File: src/rtl/lutc_pkg.sv
`timescale 1ns/1ps
package lutc_pkg;
  typedef enum logic [1:0] {
    LM_LOGIC = 2'd0,
    LM_MEM   = 2'd1,
    LM_SHIFT = 2'd2,
    LM_RSVD  = 2'd3
  } lut_mode_e;
endpackage

File: src/rtl/lutc_store.sv
`timescale 1ns/1ps
module lutc_store #(
  parameter int SEL_W = 4,
  localparam int DEPTH = 1 << SEL_W
) (
  input  logic             clk,
  input  logic             rst_n,
  input  lutc_pkg::lut_mode_e mode,
  input  logic [SEL_W-1:0] sel,
  input  logic             wr_en,
  input  logic             din,
  input  logic             load_en,
  input  logic [DEPTH-1:0] load_word,
  output logic [DEPTH-1:0] tbl
);
  import lutc_pkg::*;

  logic [DEPTH-1:0] tbl_nxt;

  always_comb begin
    tbl_nxt = tbl;
    if (load_en) begin
      tbl_nxt = load_word;
    end else if (wr_en) begin
      unique case (mode)
        LM_MEM:   tbl_nxt[sel] = din;
        LM_SHIFT: tbl_nxt = {tbl[DEPTH-2:0], din};
        default:  tbl_nxt = tbl;
      endcase
    end
  end

  always_ff @(posedge clk or negedge rst_n) begin
    if (!rst_n) tbl <= '0;
    else        tbl <= tbl_nxt;
  end
endmodule

File: src/rtl/lutc_read.sv
`timescale 1ns/1ps
module lutc_read #(
  parameter int SEL_W = 4,
  localparam int DEPTH = 1 << SEL_W
) (
  input  logic [DEPTH-1:0] tbl,
  input  logic [SEL_W-1:0] sel,
  output logic             bit_out
);
  for (genvar l = 0; l < SEL_W; l++) begin : g_lvl
    localparam int N = DEPTH >> (l + 1);
    logic [N-1:0]   nodes;
    logic [2*N-1:0] src;
    if (l == 0) begin : g_first
      assign src = tbl;
    end else begin : g_next
      assign src = g_lvl[l-1].nodes;
    end
    for (genvar j = 0; j < N; j++) begin : g_node
      assign nodes[j] = sel[l] ? src[2*j+1] : src[2*j];
    end
  end

  assign bit_out = g_lvl[SEL_W-1].nodes[0];
endmodule

File: src/rtl/lutc_outpath.sv
`timescale 1ns/1ps
module lutc_outpath (
  input  logic clk,
  input  logic rst_n,
  input  logic lut_val,
  input  logic path_sel,
  output logic dout
);
  logic ff_q;

  always_ff @(posedge clk or negedge rst_n) begin
    if (!rst_n) ff_q <= 1'b0;
    else        ff_q <= lut_val;
  end

  assign dout = path_sel ? ff_q : lut_val;
endmodule

File: src/rtl/lutc_top.sv
`timescale 1ns/1ps
module lutc_top #(
  parameter int SEL_W = 4,
  localparam int DEPTH = 1 << SEL_W
) (
  input  logic             clk,
  input  logic             rst_n,
  input  logic [1:0]       mode,
  input  logic [SEL_W-1:0] sel,
  input  logic             wr_en,
  input  logic             din,
  input  logic             load_en,
  input  logic [DEPTH-1:0] load_word,
  input  logic             path_sel,
  output logic             dout,
  output logic             cascade_out
);
  import lutc_pkg::*;

  lut_mode_e        mode_e;
  logic [DEPTH-1:0] tbl;
  logic             lut_val;

  assign mode_e = lut_mode_e'(mode);

  lutc_store #(.SEL_W(SEL_W)) u_store (
    .clk(clk), .rst_n(rst_n), .mode(mode_e), .sel(sel), .wr_en(wr_en),
    .din(din), .load_en(load_en), .load_word(load_word), .tbl(tbl)
  );

  lutc_read #(.SEL_W(SEL_W)) u_read (
    .tbl(tbl), .sel(sel), .bit_out(lut_val)
  );

  lutc_outpath u_out (
    .clk(clk), .rst_n(rst_n), .lut_val(lut_val), .path_sel(path_sel),
    .dout(dout)
  );

  assign cascade_out = tbl[DEPTH-1];
endmodule

File: config.mk
export PLATFORM = sky130hd
export DESIGN_NAME = lutc_top
export DESIGN_NICKNAME = d
export VERILOG_FILES = /design/src/rtl/lutc_pkg.sv /design/src/rtl/lutc_store.sv /design/src/rtl/lutc_read.sv /design/src/rtl/lutc_outpath.sv /design/src/rtl/lutc_top.sv
export SDC_FILE = /design/constraint.sdc
export NUM_CORES = 1
export LEC_CHECK = 0
export BUFFER_PORTS_ARGS = -buffer_cell sky130_fd_sc_hd__buf_2
export CORE_MARGIN = 2
export CORE_UTILIZATION = 55
export CTS_CLUSTER_DIAMETER = 40
export CTS_CLUSTER_SIZE = 16
export DETAILED_ROUTE_END_ITERATION = 12
export GPL_TIMING_DRIVEN = 0
export PLACE_DENSITY = 0.91
export SYNTH_ARGS = -nofsm -noshare
export SYNTH_HDL_FRONTEND = slang
export SYNTH_HIERARCHICAL = 1
export SYNTH_SLANG_ARGS = --single-unit
File: constraint.sdc
create_clock -name clk -period 2.35 [get_ports clk]
set_input_delay 0.47 -clock clk [delete_from_list [all_inputs] [get_ports clk]]
set_output_delay 0.47 -clock clk [all_outputs]
set_load 0.1 [all_outputs]
==> results of run 1 <==
power groups by stage:
stage	sequential (mW)	clock [mW]	combinational, mW
2_1_floorplan	0.410	0	0.275
3_3_place_gp	0.398	0	0.373
3_5_place_dp	0.401	0	0.381
4_1_cts	0.389	0.176	0.447
5_1_grt	0.396	0.194	0.491
6_report	0.391	0.164	0.459
registers in the layout (all words and copies together) (netlist names):
signal / cells
u_store/tbl: 16
u_out/ff_q: 1
cell families (layout without fill, tap and decap cells):
kind of cell / Yosys count / count (layout) / share of synthesized area
DFF: 17 / 17 / 0.281
buffers and inverters: 15 / 56 / 0.0561
and+or+nand+nor: 58 / 58 / 0.223
AOI/OAI and AO/OA: 47 / 47 / 0.185
muxes: 25 / 25 / 0.250
xor gates and xnor gates: 1 / 1 / 0.00578
final cells by class:
cell class                 instances  area share
tap                               31      0.0216
clock buffer                       4      0.0146
timing repair buffer              37       0.124
multi-input combinational        131       0.554
sequential                        17       0.238
buffer                            15      0.0474
critical path, delay by kind of cell, from the launching register on:
kind     cells  cell delay [ns]
mux          4             1.09
flops        1             0.40
buf+inv      1             0.17
per-stage QoR:
stage / hold slack (ns) / setup slack, ns / util / cell area, um2 / power [mW]
floorplan: 0.174 / 0.126 / - / 1520 / 0.685
global placement: 0.407 / -0.255 / 0.633 / 1700 / 0.771
detailed placement: 0.412 / -0.283 / 0.633 / 1700 / 0.782
CTS: 0.0682 / -0.103 / 0.665 / 1790 / 1.01
global route: 0.0679 / -0.179 / 0.668 / 1790 / 1.08
finish: 0.0696 / -0.0778 / 0.668 / 1790 / 1.01
routing by layer:
metal  vias to the layer above  track usage
met5                         -            0
met4                         0       0.0884
met3                        13       0.0392
met2                        76        0.414
met1                       657        0.343
li1                        672            -
synth_stat cells:
master and n:
mux2i_1 3, nand2b_1 1, nand2_1 15, clkbuf_1 7, mux4_1 4, a21oi_1 35, mux2_2 6, nor2b_2 1
xor2_1 1, nor3b_1 1, mux2_4 11, nor2b_1 19, and2b_1 1, a21oi_2 11, dfrtp_1 17, and2_1 2
mux2_1 1, a32oi_1 1, nand4_1 15, buf_2 5, nor2_4 2, nor2_1 1, buf_6 3
worst min path at each step:
stage	startpoint	to	slack [ns]	cells past startpoint
floorplan	rst_n	u_out/ff_q$_DFF_PN0_	0.17	0
global placement	rst_n	u_store/tbl[9]$_DFFE_PN0P_	0.41	1
detailed placement	rst_n	u_store/tbl[9]$_DFFE_PN0P_	0.41	1
CTS	rst_n	u_store/tbl[0]$_DFFE_PN0P_	0.07	1
global route	rst_n	u_store/tbl[0]$_DFFE_PN0P_	0.07	1
finish	rst_n	u_store/tbl[0]$_DFFE_PN0P_	0.07	1
repair_timing:
item                       CTS  global route
gates cloned                 0             0
buffers inserted             7             1
gates resized for setup      8             2
setup endpoints to repair    1             1
==> impl_metrics.tcl, run 1 <==
set metrics [dict create \
    status "finished, violations left" \
    violations "setup timing" \
    r2r_start "u_store/tbl[7]$_DFFE_PN0P_" \
    crit_type "reg2out" \
    wl_per_cell_um 15.5 \
    drt-met1-wl_um 1580 \
    stdcell_count 235 \
    grt_pass1_vias 1368 \
    cts_buffer_depth 2 \
    synthesis.nets 191 \
    synth_top_area_frac 0.281 \
    maxCapViolations 0 \
    reg2reg_slack_ns 1.04 \
    synth_area_leaders "dfrtp_1 (28%), a21oi_1 (12%), mux2_4 (11%)" \
    internal_power_mw 0.649 \
    final_common_cell "a21oi_1" \
    p_leak_nw 0.747 \
    rsz0062_at_grt "yes" \
    htree_levels 1 \
    grt_start_max_net_pins 18 \
    slew_violations 0 \
    path_cells "mux4_2 -> mux2i_2 -> mux2i_1 -> mux2_4 -> buf_12" \
    nets 233 \
    n_antenna_cell 0 \
    antenna_found_initial 0 \
    startpoint_type "flop" \
    synth_area_per_cell_um2 9.30 \
    synth.largest_area_cell "dfrtp_1" \
    crit_arrival_ns 1.96 \
    grt_pass1_wl_um 6290 \
    multi_input_area_um2 995 \
    p_switching_mw 0.366 \
    fin_ws_ns -0.0778 \
    swShare 0.360 \
    synth_area_um2 1520 \
    grt-ovfl-total 0 \
    vias_per_cell 6.03 \
    dieArea_um2 3190 \
    cp_max_fo 2 \
    ir_drop_mv 0.501 \
    fin_skew_ns 0.00477 \
    regArea_um2 427 \
    max_stage_delay_ns 0.50 \
    clkPwrFrac 0.162 \
    drcViolationCount 0 \
    finalSetupViolCount 1 \
    syn2layout_area_growth_pct 18.3 \
    cts_tree "done" \
    synth_seq_cells 17 \
    fill_cells 221 \
    pwr-share-seq 0.386 \
    core_area_um2 2690 \
    endpoint_kind "output pin" \
    clk_latency_ns 0.30 \
    num_vias 1418 \
    start_util 0.565 \
    min_period_over_period 1.03 \
    required_ns 1.88 \
    worstMarginPinSlew_ns 0.545 \
    clkTransAtPathRegs_ns 0.10 \
    startpoint "u_store/tbl[7]$_DFFE_PN0P_" \
    r2r_end "u_out/ff_q$_DFF_PN0_" \
    fp.dieW_um 56.5 \
    place.detailed.hpwl_um 2560 \
    top_layer_used "met4" \
    place_congestion 0.887 \
    cts.sinks 17 \
    drt-total-wl_um 3650 \
    crit_path_end "dout" \
    first_iter_violations 77 \
    io_buffers 29 \
    track_usage 0.254 \
    min_path_type "in2async" \
    wl_met3_um 271 \
    wl_met2_um 1710 \
    detail_route.first_pass.iterations 4 \
    dp.cells 223 \
    tns_ns -0.0778 \
    syn_inst 163 \
    dieHeight_um 56.5 \
    ff2ff_path_depth 3 \
    cts_hold_buf 0 \
    yosysWarnings 6 \
    drtAntennaViolNets 0 \
    power.density_nw_per_um2 566 \
    pin_count 30 \
    cts_root_buf "clkbuf_4" \
    clock.fmax_ghz 0.412 \
    fin_crit_ns 2.43 \
    mostFrequentLayoutCells "a21oi_1 (35), buf_2 (32), nor2b_1 (19)" \
    drive_gt1_frac 0.417 \
    ys_seq_area_frac 0.281 \
    slew_headroom 0.637 \
    num_rows 19 \
    ys_types 23 \
    hold_viol_final 0 \
    cpMaxStageDelayCell "mux4_2" \
    power_frac_comb 0.453 \
    cts_buffers 3 \
]
(Power assumes the default switching activity.)
==> run 2: changes to the inputs <==
--- a/config.mk
+++ b/config.mk
@@ -17,3 +17,4 @@
 export SYNTH_HDL_FRONTEND = slang
 export SYNTH_HIERARCHICAL = 1
 export SYNTH_SLANG_ARGS = --single-unit
+export TNS_END_PERCENT = 5
==> constraint.sdc (replaced) <==
create_clock -name clk -period 2.35 [get_ports clk]
set_input_delay 0.47 -clock clk [delete_from_list [all_inputs] [get_ports clk]]
set_output_delay 0.47 -clock clk [all_outputs]
set_load 0.02 [all_outputs]
==> run 2 against run 1 <==
  * The run still ends with setup timing left
  * Final area grew 2.4%
  * Final cell count is 3.0% higher
  * Combinational power fell by 5.9%
  * Sequential share of layout area is 0.62 points lower
  * Die area unchanged
  * First-iteration DRC count fell by 23%
  * Utilization is 1.6 points higher
==> impl_metrics.tcl, run 2 (synthesis gave the netlist of run 1 again) <==
set metrics [dict create \
    status "finished, violations left" \
    violations "setup timing" \
    clock.fmax_ghz 0.422 \
    startpoint_type "flop" \
    grt_start_max_net_pins 18 \
    power.density_nw_per_um2 534 \
    grt_pass1_vias 1365 \
    clk_latency_ns 0.29 \
    r2r_end "u_out/ff_q$_DFF_PN0_" \
    ff2ff_path_depth 3 \
    endpoint_kind "output pin" \
    nets 240 \
    io_buffers 29 \
    ir_drop_mv 0.365 \
    cts_root_buf "clkbuf_4" \
    antenna_found_initial 0 \
    worstMarginPinSlew_ns 0.566 \
    grt_pass1_wl_um 6310 \
    min_path_type "in2async" \
    hold_viol_final 0 \
    dieHeight_um 56.5 \
    clkTransAtPathRegs_ns 0.11 \
    cts_tree "done" \
    r2r_start "u_store/tbl[15]$_DFFE_PN0P_" \
    post-place-ws_ns -0.114 \
    cts_hold_buf 0 \
    largest_register "u_store/tbl" \
    cts.sinks 17 \
    num_vias 1423 \
    cts_buffers 3 \
    drtAntennaViolNets 0 \
    fin_ws_ns -0.0213 \
    p_leak_nw 0.782 \
    top_regs "u_store/tbl (16), u_out/ff_q (1)" \
    mostFrequentLayoutCells "a21oi_1 (35), buf_2 (32), nor2b_1 (19)" \
    pin_count 30 \
    core_area_um2 2690 \
    fin_crit_ns 2.37 \
    crit_type "reg2out" \
    drt-total-wl_um 3890 \
    num_rows 19 \
    rsz0062_at_grt "yes" \
    maxCapViolations 0 \
    place_congestion 0.887 \
    largest_reg_flops 16 \
    detail_route.first_pass.iterations 5 \
    min_period_over_period 1.01 \
    slew_headroom 0.623 \
    fill_cells 233 \
    drcViolationCount 0 \
    fin_skew_ns 0.00483 \
    cts_buffer_depth 2 \
    dieArea_um2 3190 \
    final_util 0.684 \
    syn2layout_area_growth_pct 21.1 \
    htree_levels 1 \
    wl_per_cell_um 16.1 \
    slew_violations 0 \
    crit_arrival_ns 1.90 \
    first_iter_violations 59 \
    n_antenna_cell 0 \
    fp.dieW_um 56.5 \
    track_usage 0.250 \
    drive_gt1_frac 0.427 \
    grt-ovfl-total 0 \
    cp_max_fo 3 \
    reg2reg_slack_ns 1.03 \
    multi_input_area_um2 991 \
    required_ns 1.88 \
    start_util 0.565 \
    finalSetupViolCount 1 \
    place.detailed.hpwl_um 2680 \
    final_common_cell "a21oi_1" \
    vias_per_cell 5.88 \
    regArea_um2 425 \
]
==> run 2: worst max-delay path by stage <==
| stage | endpoint | cells after the start | from | slack, ns |
|---|---|---|---|---|
| after floorplan | dout | 4 | sel[0] | 0.37 |
| after global placement | dout | 6 | sel[0] | -0.12 |
| after detailed placement | dout | 6 | sel[0] | -0.11 |
| after CTS | dout | 5 | u_store/tbl[7]$_DFFE_PN0P_ | -0.007 |
| after global routing | dout | 5 | u_store/tbl[15]$_DFFE_PN0P_ | -0.09 |
| final | dout | 5 | u_store/tbl[15]$_DFFE_PN0P_ | -0.02 |
==> run 2: report_power, final <==
part           switching (mW)  internal [mW]  leakage [nW]
logic                   0.185          0.247         0.562
registers              0.0367          0.350         0.205
clock network          0.0953         0.0659        0.0150
total                   0.317          0.663         0.782
==> run 2: stage by stage <==
step                      hold slack [ns]  cell area (um2)  instances  setup TNS (ns)  total power [mW]
after floorplan                     0.174             1520        163               0             0.628
after global placement              0.408             1700        223          -0.123             0.715
after detailed placement            0.414             1700        223          -0.114             0.730
after CTS                          0.0888             1810        238        -0.00713             0.957
after global routing                0.103             1840        242         -0.0924              1.04
final                              0.0845             1840        242         -0.0213             0.980
==> run 2: timing repair <==
| action | 4_1_cts | 5_1_grt |
|---|---|---|
| resized for setup | 7 | 1 |
| buffers inserted | 11 | 4 |
| endpoints found under the setup margin | 1 | 1 |
==> run 2: layer usage <==
layer,up-vias,share of wire,global-route usage
met5,-,0,0
met4,0,0.013,0.0612
met3,6,0.058,0.0323
met2,54,0.51,0.437
met1,670,0.41,0.325
li1,693,-,-
==> run 2: cell type report <==
type                    instances  area share
clock buffers                   4      0.0143
plain buffers                  15      0.0463
flip-flops and latches         17       0.232
repair buffers                 44       0.147
multi-input cells             131       0.540
well taps                      31      0.0211
==> run 2: critical path, stage by stage (launching register included) <==
cell,delay (ns)
dfrtp_1,0.43
mux4_2,0.48
mux2i_1,0.18
mux2i_1,0.12
mux2_4,0.28
buf_6,0.13
